<file path="src/rtl/sdc_cmd_pkg.sv">
package sdc_cmd_pkg;

    localparam int CMD_FRAME_W = 48;
    localparam int LONG_RSP_W  = 136;
    localparam int RESP_W      = 120;
    localparam int IDX_W       = 6;
    localparam int ARG_W       = 32;
    localparam int WORD_W      = 16;
    localparam logic [IDX_W-1:0] STOP_IDX = 6'd12;

    // response code field values
    localparam logic [2:0] RC_NONE  = 3'd3;
    localparam logic [2:0] RC_SHORT = 3'd4;
    localparam logic [2:0] RC_BUSY  = 3'd5;
    localparam logic [2:0] RC_LONG  = 3'd6;
    localparam logic [2:0] RC_NOCRC = 3'd7;

    typedef enum logic [1:0] {
        C_IDLE,
        C_SEND,
        C_RESP,
        C_BUSY
    } ctl_state_e;

    // bit-serial CRC7, polynomial x^7 + x^3 + 1, zero seed, MSB first
    function automatic logic [6:0] crc7_40(input logic [39:0] d);
        logic [6:0] c;
        logic       fb;
        c = '0;
        for (int i = 39; i >= 0; i--) begin
            fb   = d[i] ^ c[6];
            c    = {c[5:0], fb};
            c[3] = c[3] ^ fb;
        end
        return c;
    endfunction

endpackage

</file>
<file path="src/rtl/sdc_cmd_ser.sv">
module sdc_cmd_ser #(
    parameter int FW = 48
) (
    input  logic          clk,
    input  logic          rst_n,
    input  logic          tick,
    input  logic          load,
    input  logic [FW-1:0] frame,
    output logic          line,
    output logic          oe,
    output logic          done
);
    localparam int CW = $clog2(FW);

    typedef struct packed {
        logic [FW-1:0] sh;
        logic [CW-1:0] cnt;
        logic          act;
        logic          done;
    } ser_t;

    ser_t q, d;

    always_comb begin
        d      = q;
        d.done = 1'b0;
        if (load) begin
            d.sh  = frame;
            d.cnt = CW'(FW - 1);
            d.act = 1'b1;
        end else if (q.act && tick) begin
            if (q.cnt == '0) begin
                d.act  = 1'b0;
                d.done = 1'b1;
            end else begin
                d.sh  = {q.sh[FW-2:0], 1'b1};
                d.cnt = q.cnt - 1'b1;
            end
        end
    end

    always_ff @(posedge clk or negedge rst_n) begin
        if (!rst_n) begin
            q <= '{sh: '1, cnt: '0, act: 1'b0, done: 1'b0};
        end else begin
            q <= d;
        end
    end

    assign line = q.act ? q.sh[FW-1] : 1'b1;
    assign oe   = q.act;
    assign done = q.done;

endmodule

</file>
<file path="src/rtl/sdc_resp_des.sv">
module sdc_resp_des #(
    parameter int FW       = 48,
    parameter int LW       = 136,
    parameter int TO_TICKS = 64
) (
    input  logic          clk,
    input  logic          rst_n,
    input  logic          tick,
    input  logic          start,
    input  logic          long_rsp,
    input  logic          cmd_in,
    output logic [LW-2:0] data,
    output logic          got,
    output logic          tout
);
    localparam int SW = LW - 1;
    localparam int CW = $clog2(LW);
    localparam int TW = $clog2(TO_TICKS + 1);

    typedef enum logic [1:0] {
        D_IDLE,
        D_WAIT,
        D_RX
    } des_state_e;

    typedef struct packed {
        des_state_e    st;
        logic [SW-1:0] sh;
        logic [CW-1:0] cnt;
        logic [TW-1:0] tmr;
        logic          got;
        logic          tout;
    } des_t;

    des_t q, d;

    always_comb begin
        d      = q;
        d.got  = 1'b0;
        d.tout = 1'b0;
        case (q.st)
            D_IDLE: begin
                if (start) begin
                    d.st  = D_WAIT;
                    d.tmr = '0;
                end
            end
            D_WAIT: begin
                if (tick) begin
                    if (!cmd_in) begin
                        d.st  = D_RX;
                        d.cnt = long_rsp ? CW'(LW - 2) : CW'(FW - 2);
                    end else if (q.tmr == TW'(TO_TICKS - 1)) begin
                        d.st   = D_IDLE;
                        d.tout = 1'b1;
                    end else begin
                        d.tmr = q.tmr + 1'b1;
                    end
                end
            end
            D_RX: begin
                if (tick) begin
                    d.sh = {q.sh[SW-2:0], cmd_in};
                    if (q.cnt == '0) begin
                        d.st  = D_IDLE;
                        d.got = 1'b1;
                    end else begin
                        d.cnt = q.cnt - 1'b1;
                    end
                end
            end
            default: d.st = D_IDLE;
        endcase
    end

    always_ff @(posedge clk or negedge rst_n) begin
        if (!rst_n) begin
            q <= '{st: D_IDLE, sh: '0, cnt: '0, tmr: '0, got: 1'b0, tout: 1'b0};
        end else begin
            q <= d;
        end
    end

    assign data = q.sh;
    assign got  = q.got;
    assign tout = q.tout;

endmodule

</file>
<file path="src/rtl/sdc_cmd_issuer.sv">
module sdc_cmd_issuer
    import sdc_cmd_pkg::*;
#(
    parameter int TIMEOUT_TICKS = 64,
    parameter int STOP_BIT      = 0,
    parameter int AUTO_BIT      = 8,
    parameter int MULTI_BIT     = 13
) (
    input  logic              clk,
    input  logic              rst_n,
    input  logic              sd_tick,
    input  logic              cmd_wr,
    input  logic [WORD_W-1:0] cmd_word,
    input  logic              arg_wr,
    input  logic [ARG_W-1:0]  arg_wdata,
    input  logic              stop_wr,
    input  logic [WORD_W-1:0] stop_wdata,
    input  logic              xfer_done,
    input  logic              cmd_in,
    input  logic              dat0_in,
    output logic              cmd_out,
    output logic              cmd_oe,
    output logic              busy,
    output logic [RESP_W-1:0] resp,
    output logic              resp_end,
    output logic              cmd_timeout,
    output logic              crc_err
);
    localparam int HDR_W = CMD_FRAME_W - 8;

    typedef struct packed {
        ctl_state_e        st;
        logic [ARG_W-1:0]  arg;
        logic [2:0]        rcode;
        logic              auto_en;
        logic              multi;
        logic [RESP_W-1:0] resp;
        logic              rend;
        logic              tout;
        logic              cerr;
    } ctl_t;

    ctl_t q, d;

    logic                   ser_load;
    logic [CMD_FRAME_W-1:0] ser_frame;
    logic                   ser_done;
    logic                   des_start;
    logic [LONG_RSP_W-2:0]  des_data;
    logic                   des_got;
    logic                   des_tout;

    logic [IDX_W-1:0] tx_idx;
    logic [ARG_W-1:0] tx_arg;
    logic [HDR_W-1:0] tx_hdr;
    logic             stop_req;
    logic             auto_req;
    logic             word_ok;
    logic [2:0]       word_code;

    assign word_code = cmd_word[10:8];
    assign stop_req  = stop_wr && stop_wdata[STOP_BIT];
    assign auto_req  = xfer_done && q.auto_en && q.multi;
    assign word_ok   = cmd_wr && (word_code >= RC_NONE);
    assign tx_hdr    = {2'b01, tx_idx, tx_arg};
    assign ser_frame = {tx_hdr, crc7_40(tx_hdr), 1'b1};

    always_comb begin
        d         = q;
        d.rend    = 1'b0;
        d.tout    = 1'b0;
        d.cerr    = 1'b0;
        ser_load  = 1'b0;
        des_start = 1'b0;
        tx_idx    = STOP_IDX;
        tx_arg    = '0;

        if (arg_wr) begin
            d.arg = arg_wdata;
        end
        if (stop_wr) begin
            d.auto_en = stop_wdata[AUTO_BIT];
        end

        case (q.st)
            C_IDLE: begin
                if (stop_req || auto_req) begin
                    ser_load = 1'b1;
                    d.rcode  = RC_BUSY;
                    d.multi  = 1'b0;
                    d.st     = C_SEND;
                end else if (word_ok) begin
                    ser_load = 1'b1;
                    tx_idx   = cmd_word[IDX_W-1:0];
                    tx_arg   = q.arg;
                    d.rcode  = word_code;
                    d.multi  = cmd_word[MULTI_BIT];
                    d.st     = C_SEND;
                end
            end
            C_SEND: begin
                if (ser_done) begin
                    if (q.rcode == RC_NONE) begin
                        d.rend = 1'b1;
                        d.st   = C_IDLE;
                    end else begin
                        des_start = 1'b1;
                        d.st      = C_RESP;
                    end
                end
            end
            C_RESP: begin
                if (des_got) begin
                    if (q.rcode == RC_LONG) begin
                        d.resp = des_data[RESP_W+7:8];
                    end else begin
                        d.resp = {{(RESP_W-ARG_W){1'b0}}, des_data[ARG_W+7:8]};
                    end
                    if ((q.rcode == RC_SHORT) || (q.rcode == RC_BUSY)) begin
                        d.cerr = crc7_40({1'b0, des_data[HDR_W+6:8]}) != des_data[7:1];
                    end
                    d.rend = 1'b1;
                    d.st   = (q.rcode == RC_BUSY) ? C_BUSY : C_IDLE;
                end else if (des_tout) begin
                    d.tout = 1'b1;
                    d.st   = C_IDLE;
                end
            end
            C_BUSY: begin
                if (sd_tick && dat0_in) begin
                    d.st = C_IDLE;
                end
            end
            default: d.st = C_IDLE;
        endcase
    end

    always_ff @(posedge clk or negedge rst_n) begin
        if (!rst_n) begin
            q <= '{st: C_IDLE, arg: '0, rcode: RC_NONE, auto_en: 1'b0, multi: 1'b0,
                   resp: '0, rend: 1'b0, tout: 1'b0, cerr: 1'b0};
        end else begin
            q <= d;
        end
    end

    sdc_cmd_ser #(
        .FW (CMD_FRAME_W)
    ) u_ser (
        .clk   (clk),
        .rst_n (rst_n),
        .tick  (sd_tick),
        .load  (ser_load),
        .frame (ser_frame),
        .line  (cmd_out),
        .oe    (cmd_oe),
        .done  (ser_done)
    );

    sdc_resp_des #(
        .FW       (CMD_FRAME_W),
        .LW       (LONG_RSP_W),
        .TO_TICKS (TIMEOUT_TICKS)
    ) u_des (
        .clk      (clk),
        .rst_n    (rst_n),
        .tick     (sd_tick),
        .start    (des_start),
        .long_rsp (q.rcode == RC_LONG),
        .cmd_in   (cmd_in),
        .data     (des_data),
        .got      (des_got),
        .tout     (des_tout)
    );

    assign busy        = (q.st != C_IDLE);
    assign resp        = q.resp;
    assign resp_end    = q.rend;
    assign cmd_timeout = q.tout;
    assign crc_err     = q.cerr;

endmodule

</file>
<file path="config.mk">
export PLATFORM = sky130hd
export DESIGN_NAME = sdc_cmd_issuer
export DESIGN_NICKNAME = d
export VERILOG_FILES = /design/src/rtl/sdc_cmd_pkg.sv /design/src/rtl/sdc_cmd_ser.sv /design/src/rtl/sdc_resp_des.sv /design/src/rtl/sdc_cmd_issuer.sv
export SDC_FILE = /design/constraint.sdc
export NUM_CORES = 1
export LEC_CHECK = 0
export ABC_AREA = 1
export CAP_MARGIN = 20
export CORE_AREA = 2 2 269 271
export DETAILED_ROUTE_END_ITERATION = 7
export DIE_AREA = 0 0 271 273
export PLACE_DENSITY = 0.47
export SLEW_MARGIN = 20
export SYNTH_ARGS = -nofsm -noshare
export SYNTH_HDL_FRONTEND = slang
export SYNTH_SLANG_ARGS = --single-unit
</file>
<file path="constraint.sdc">
create_clock -name clk -period 10.35 [get_ports clk]
set_input_delay 2.5875 -clock clk [delete_from_list [all_inputs] [get_ports clk]]
set_output_delay 2.5875 -clock clk [all_outputs]
set_load 0.03 [all_outputs]
</file>
* Yosys cells after proc, flatten, opt, wreduce, memory -nomap -nowiden
Index checks and enable logic that the tools add are counted.
Widths: inputs -> output; s select.
** Word-level totals
- Bits in registers :: 372
- Input port bits :: 73
- Output and inout bits :: 126
- Word-level logic and storage cells :: 281
** Operators by class
- Add/sub/neg operators :: 3
- Order comparisons :: 1
- Equality and inequality tests :: 25
- Multiplexer cells :: 64
- Bitwise logic cells :: 142
- Reductions and logical operators :: 27
** Operators by type and width (count)
- $mux 145 :: 1
- $xor 1x1->1 :: 140
- $mux 120 :: 1
- $mux 32 :: 3
- $mux 56 :: 1
- $mux 55 :: 1
- $mux 54 :: 1
- $mux 2 :: 15
- $mux 1 :: 24
- $mux 8 :: 3
- $mux 7 :: 3
- $mux 6 :: 3
- $ne 2x2->1 const B :: 9
- $pmux 8 s2 :: 1
- $mux 15 :: 1
- $reduce_and 5->1 :: 3
- $pmux 7 s2 :: 1
- $reduce_bool 2->1 :: 6
- $reduce_and 2->1 :: 5
- $eq 3x3->1 const B :: 3
- $logic_not 8->1 :: 1
- $pmux 2 s4 :: 1
- $sub 8x1->8 const B :: 1
- $add 7x1->7 const B :: 1
- 20 further kinds :: 33

* Logic depth before layout (Yosys ltp)
- Depth in word-level cells :: 24
- Gate-level depth with buffers :: 35
- Gate-level depth less buffers :: 34

* By module
From an unflattened synthesis, not the netlist that was laid out.
** Unflattened totals
- Cells, all modules :: 2503
- Area total of the unflattened synthesis :: 19827.8 um^2
** By module, submodules not included
- sdc_cmd_issuer :: times used 1, cells each 1314, area each 9859.5 um^2, sequential area each 4056.4 um^2
- sdc_resp_des :: times used 1, cells each 868, area each 7249.5 um^2, sequential area each 3853.7 um^2
- sdc_cmd_ser :: times used 1, cells each 321, area each 2718.9 um^2, sequential area each 1461.4 um^2

* Worst setup path after synthesis
OpenSTA, ideal clock, no wires.
- Path type :: input port to flip-flop
- Start point :: in cmd_word[10]
- End point :: reg u_ser.q[14] (netlist name)
- Library setup time :: 73 ps
- Arrival :: 5157 ps
- Data required time :: 10277 ps
- Setup slack :: 5120 ps
- Cell stages on the path :: 31
- Path buffers :: 1
- Cell sequence :: inv_1 > nand2_1 > nand2_1 > nor2_1 > buf_4 > nand3_1 > nand2_1 > nand2_1 > nand2_1 > inv_1 > nand2_1 > nand2_1 > nand2_1 > nand3_1 > nand2_1 > nand2_1 > nand3_1 > nand2_1 > nand2_1 > nand3_1 > nand2_1 > nand2_1 > nand3_1 > nand3_1 > nand2_1 > nand2_1 > nand3_1 > nand2_1 > nand2_1 > nand3_1 > a21oi_1
** On the way
- Cells in the longest elaborated chain, start to end :: 24
- Elaborated cells on any way between the ends :: 67
- Those cells by class :: order compare: 1; eq/ne: 1; mux: 10; bitwise: 52; reduce/logical: 3
** Ends and longest elaborated chain
- start: declaration :: line sdc_cmd_issuer.sv:13 : input logic [WORD_W-1:0] cmd_word,
- $ge 3x2->1 * :: line sdc_cmd_issuer.sv:64 : assign word_ok = cmd_wr && (word_code >= RC_NONE);
- $logic_and 1x1->1 * :: line sdc_cmd_issuer.sv:64
- $mux 6 :: line sdc_cmd_issuer.sv:92 : end else if (word_ok) begin
- $mux 6 :: line sdc_cmd_issuer.sv:87 : if (stop_req || auto_req) begin
- $mux 6 :: line sdc_cmd_issuer.sv:85 : case (q.st)
- $not 1->1 (no line)
- $xor 1x1->1 :: line sdc_cmd_pkg.sv:33 : c[3] = c[3] ^ fb;
- $xor 1x1->1 :: line sdc_cmd_pkg.sv:31 : fb = d[i] ^ c[6];
- (+8 left out)
- $xor 1x1->1 :: line sdc_cmd_pkg.sv:33
- $xor 1x1->1 :: line sdc_cmd_pkg.sv:31
- $xor 1x1->1 :: line sdc_cmd_pkg.sv:33
- $xor 1x1->1 :: line sdc_cmd_pkg.sv:31
- $xor 1x1->1 :: line sdc_cmd_pkg.sv:33
- $xor 1x1->1 :: line sdc_cmd_pkg.sv:31
- $xor 1x1->1 :: line sdc_cmd_pkg.sv:33
- $mux 55 :: line sdc_cmd_ser.sv:27 : if (load) begin
- end signal: assignment :: line sdc_cmd_ser.sv:44 : q <= '{sh: '1, cnt: '0, act: 1'b0, done: 1'b0};
- end: declaration :: line sdc_cmd_ser.sv:22 : ser_t q, d;
Mark *: on every way between the ends. The rest lies on a longest branch, timed or not.
A chain may end at the register's enable or synchronous reset.

* Final worst setup path
- Start point :: in cmd_word[8]
- End point :: reg u_ser.q[14] (netlist name)
The elaborated chain is that of the path after synthesis.

==> metrics.yaml <==
global_routing:
  grt_max_degree: 151
  grt_pass1_vias: 12797
  grt_usage_pct: 11.33
  grt_use_met3_pct: 2.285
  grt_use_met1_pct: 15.30
  grt_pass1_wl_mm: 68.58
  grt_busiest_layer: "met2"
  grt_remaining_overflow: 0
  antenna_found_initial: 0
  gr-usage-met2_pct: 18.35
worst_setup_path:
  worst_setup_path_end_kind: "flip-flop"
  start_kind: "input pin"
  cp.required_ps: 10870
  cp.arrival_ps: 6930
  crit_fanout: 20
  path_class: "input pin to flip-flop"
logic_synthesis:
  synth.most_common_cell: "nand2_1"
  ys.flop_type: "dfrtp_1"
  yosysWarnings: 0
  synth_cell_types: 38
  syn-cell-area_um2: 17590
  synth_seq_cells: 365
  syn-num-nets: 2129
  synth_largest_area_cell: "dfrtp_1"
  syn-mean-instance-area_um2: 8.592
  yosys-top-cells-area: "dfrtp_1 (45%), nand2_1 (11%), dfstp_2 (7.5%)"
  synthCells: 2047
  yosys-top-cells-count: "nand2_1 (498), dfrtp_1 (315), inv_1 (253), o21ai_0 (239), buf_4 (121)"
  seq_area_frac_synth_pct: 52.29
  async_reset_ff_share_pct: 100.0
  yosys.area.top_type_share_pct: 44.82
  synth_edf_count: 0
routing:
  drt_iter0_markers: 617
  route.detailed.drc: 0
  drt_pass1_iterations: 6
  routed_via_density: 4.255
  totalWireLength_mm: 41.56
  postRouteAntennaNets: 0
  wire_per_inst_um: 13.60
  vias: 13000
clock_network:
  cts_buffers: 45
  post_cts_resized: 0
  postCtsSetupBuffers: 0
  postCtsHoldBufs: 0
  cts_tree: "built"
  root_buffer: "clkbuf_16"
  clk_latency_ps: 600
  clk_pin_slew_ps: 60
  cts.path.max_buffers: 3
  cts.sinks: 365
  cts.htree.levels: 2
sta:
  hold_violations: 0
  period_minus_slack_ps: 6416
  fin_worst_skew_ps: 40.99
  slew_headroom_pct: 35.64
  max_freq_mhz: 155.9
  slew_viol_final: 0
  setup_viol: 0
  setup_tns_ps: 0
  rsz0062_at_grt: "false"
  worst_slew_pin_slew_ps: 963.1
  fin_crit_sh_pct: 61.99
place:
  gp_congestion: 0.7798
  dpl.hpwl_mm: 28.20
  port_buffers: 178
floorplanning:
  ios: 199
  die_area_um2: 73980
  initial_core_util_pct: 24.77
  rows: 98
  die_w_um: 271
  die_h_um: 273
  fp.coreArea_um2: 71000
job:
  drv_cap: 0
final_layout:
  layout-drive-gt1-share_pct: 7.411
  diodes: 0
  syn_to_final_growth_pct: 19.14
  nNetsFinal: 2157
hold_path:
  hold_class: "flip-flop to flip-flop"
status:
  status: "completed"
## cell usage in the layout, fill, tap and decap left out, drive strengths merged, types with 26 or more instances in the layout
cell / n
clkbuf: 62
nor2: 62
o21ai: 240
dfrtp: 315
o31ai: 88
nand3: 106
dfstp: 50
xor2: 62
a21oi: 42
clkdlybuf4s50: 176
inv: 255
xnor2: 26
nand2: 501
## worst paths after layout
path | startpoint | endpoint | slack [ps] | depth (start not counted)
max | cmd_word[8] | u_ser.q[14] | 3930 | 26
min | u_des.data[57] | u_des.data[58] | 440 | 2
max reg2reg | q[161] | u_ser.q[14] | 5820 | 28
min reg2reg | u_des.data[57] | u_des.data[58] | 440 | 2
max in group asynchronous | rst_n | resp[47] | 6890 | 2
min in group asynchronous | rst_n | resp[79] | 1970 | 1
## cell type report
class,instances,area [um^2]
clock inverter,15,227.7
fill,7462,50040
inverter,255,958.4
multi-input combinational,1218,6220
sequential,365,9196
timing repair buffer,190,1892
tap,950,1189
clock buffer,62,1270
## cell families after synthesis
logic type,Yosys count,synth area share (%)
and+or+nand+nor,712,16.62
buffers and inverters,464,12.50
AOI/OAI and AO/OA,400,12.99
DFF,365,52.29
xor gates and xnor gates,88,4.382
muxes,9,0.5763
adders and majority gates,9,0.6403
## per-stage QoR
step / worst slack [ps] / std cells / cell area, um^2 / hold WS, ps / utilization [%]
floorplan: 5120 / 2047 / 17590 / 429.6 / -
global placement: 3168 / 2978 / 19440 / 457.9 / 27.39
detailed placement: 2988 / 2978 / 19440 / 458.4 / 27.39
CTS: 3622 / 3055 / 20940 / 437.1 / 29.50
global route: 3299 / 3055 / 20950 / 478.5 / 29.51
finish: 3934 / 3055 / 20950 / 440.9 / 29.51
## registers in the layout, summed over array words and instances (netlist names)
name and count:
u_des.data 128, resp 120, u_ser.q 54, q 39, u_des.q 17, cmd_timeout 1
crc_err 1, resp_end 1, u_des.got 1, u_des.tout 1, u_ser.done 1, u_ser.oe 1
## worst max-delay path, stage by stage
cell and delay [ps]:
clkdlybuf4s50_1 510, nand2_1 60, nand2_1 50, nand2_1 100, nor2_2 590, nand2_2 90
inv_1 370, nand2_1 210, xor2_1 300, xor2_1 280, nand3_1 140, nand3_1 160
nand2_1 130, nand2_1 100, nand3_1 90, nand2_1 150, nand2_1 90, nand3_1 120
nand3_1 120, nand2_1 160, nand2_1 70, nand3_1 110, nand2_1 80, nand2_1 60
nand3_1 70, a21oi_1 140
## per-layer routing
metal | vias to the layer above | routed length, um
li1 | 6543 | -
met1 | 6140 | 19560
met2 | 269 | 19010
met3 | 48 | 2170
met4 | 0 | 821
met5 | - | 0
Power is left out: the tool's default activity adds up to more than one toggle a clock period on the data nets, which glitch-free logic cannot reach.
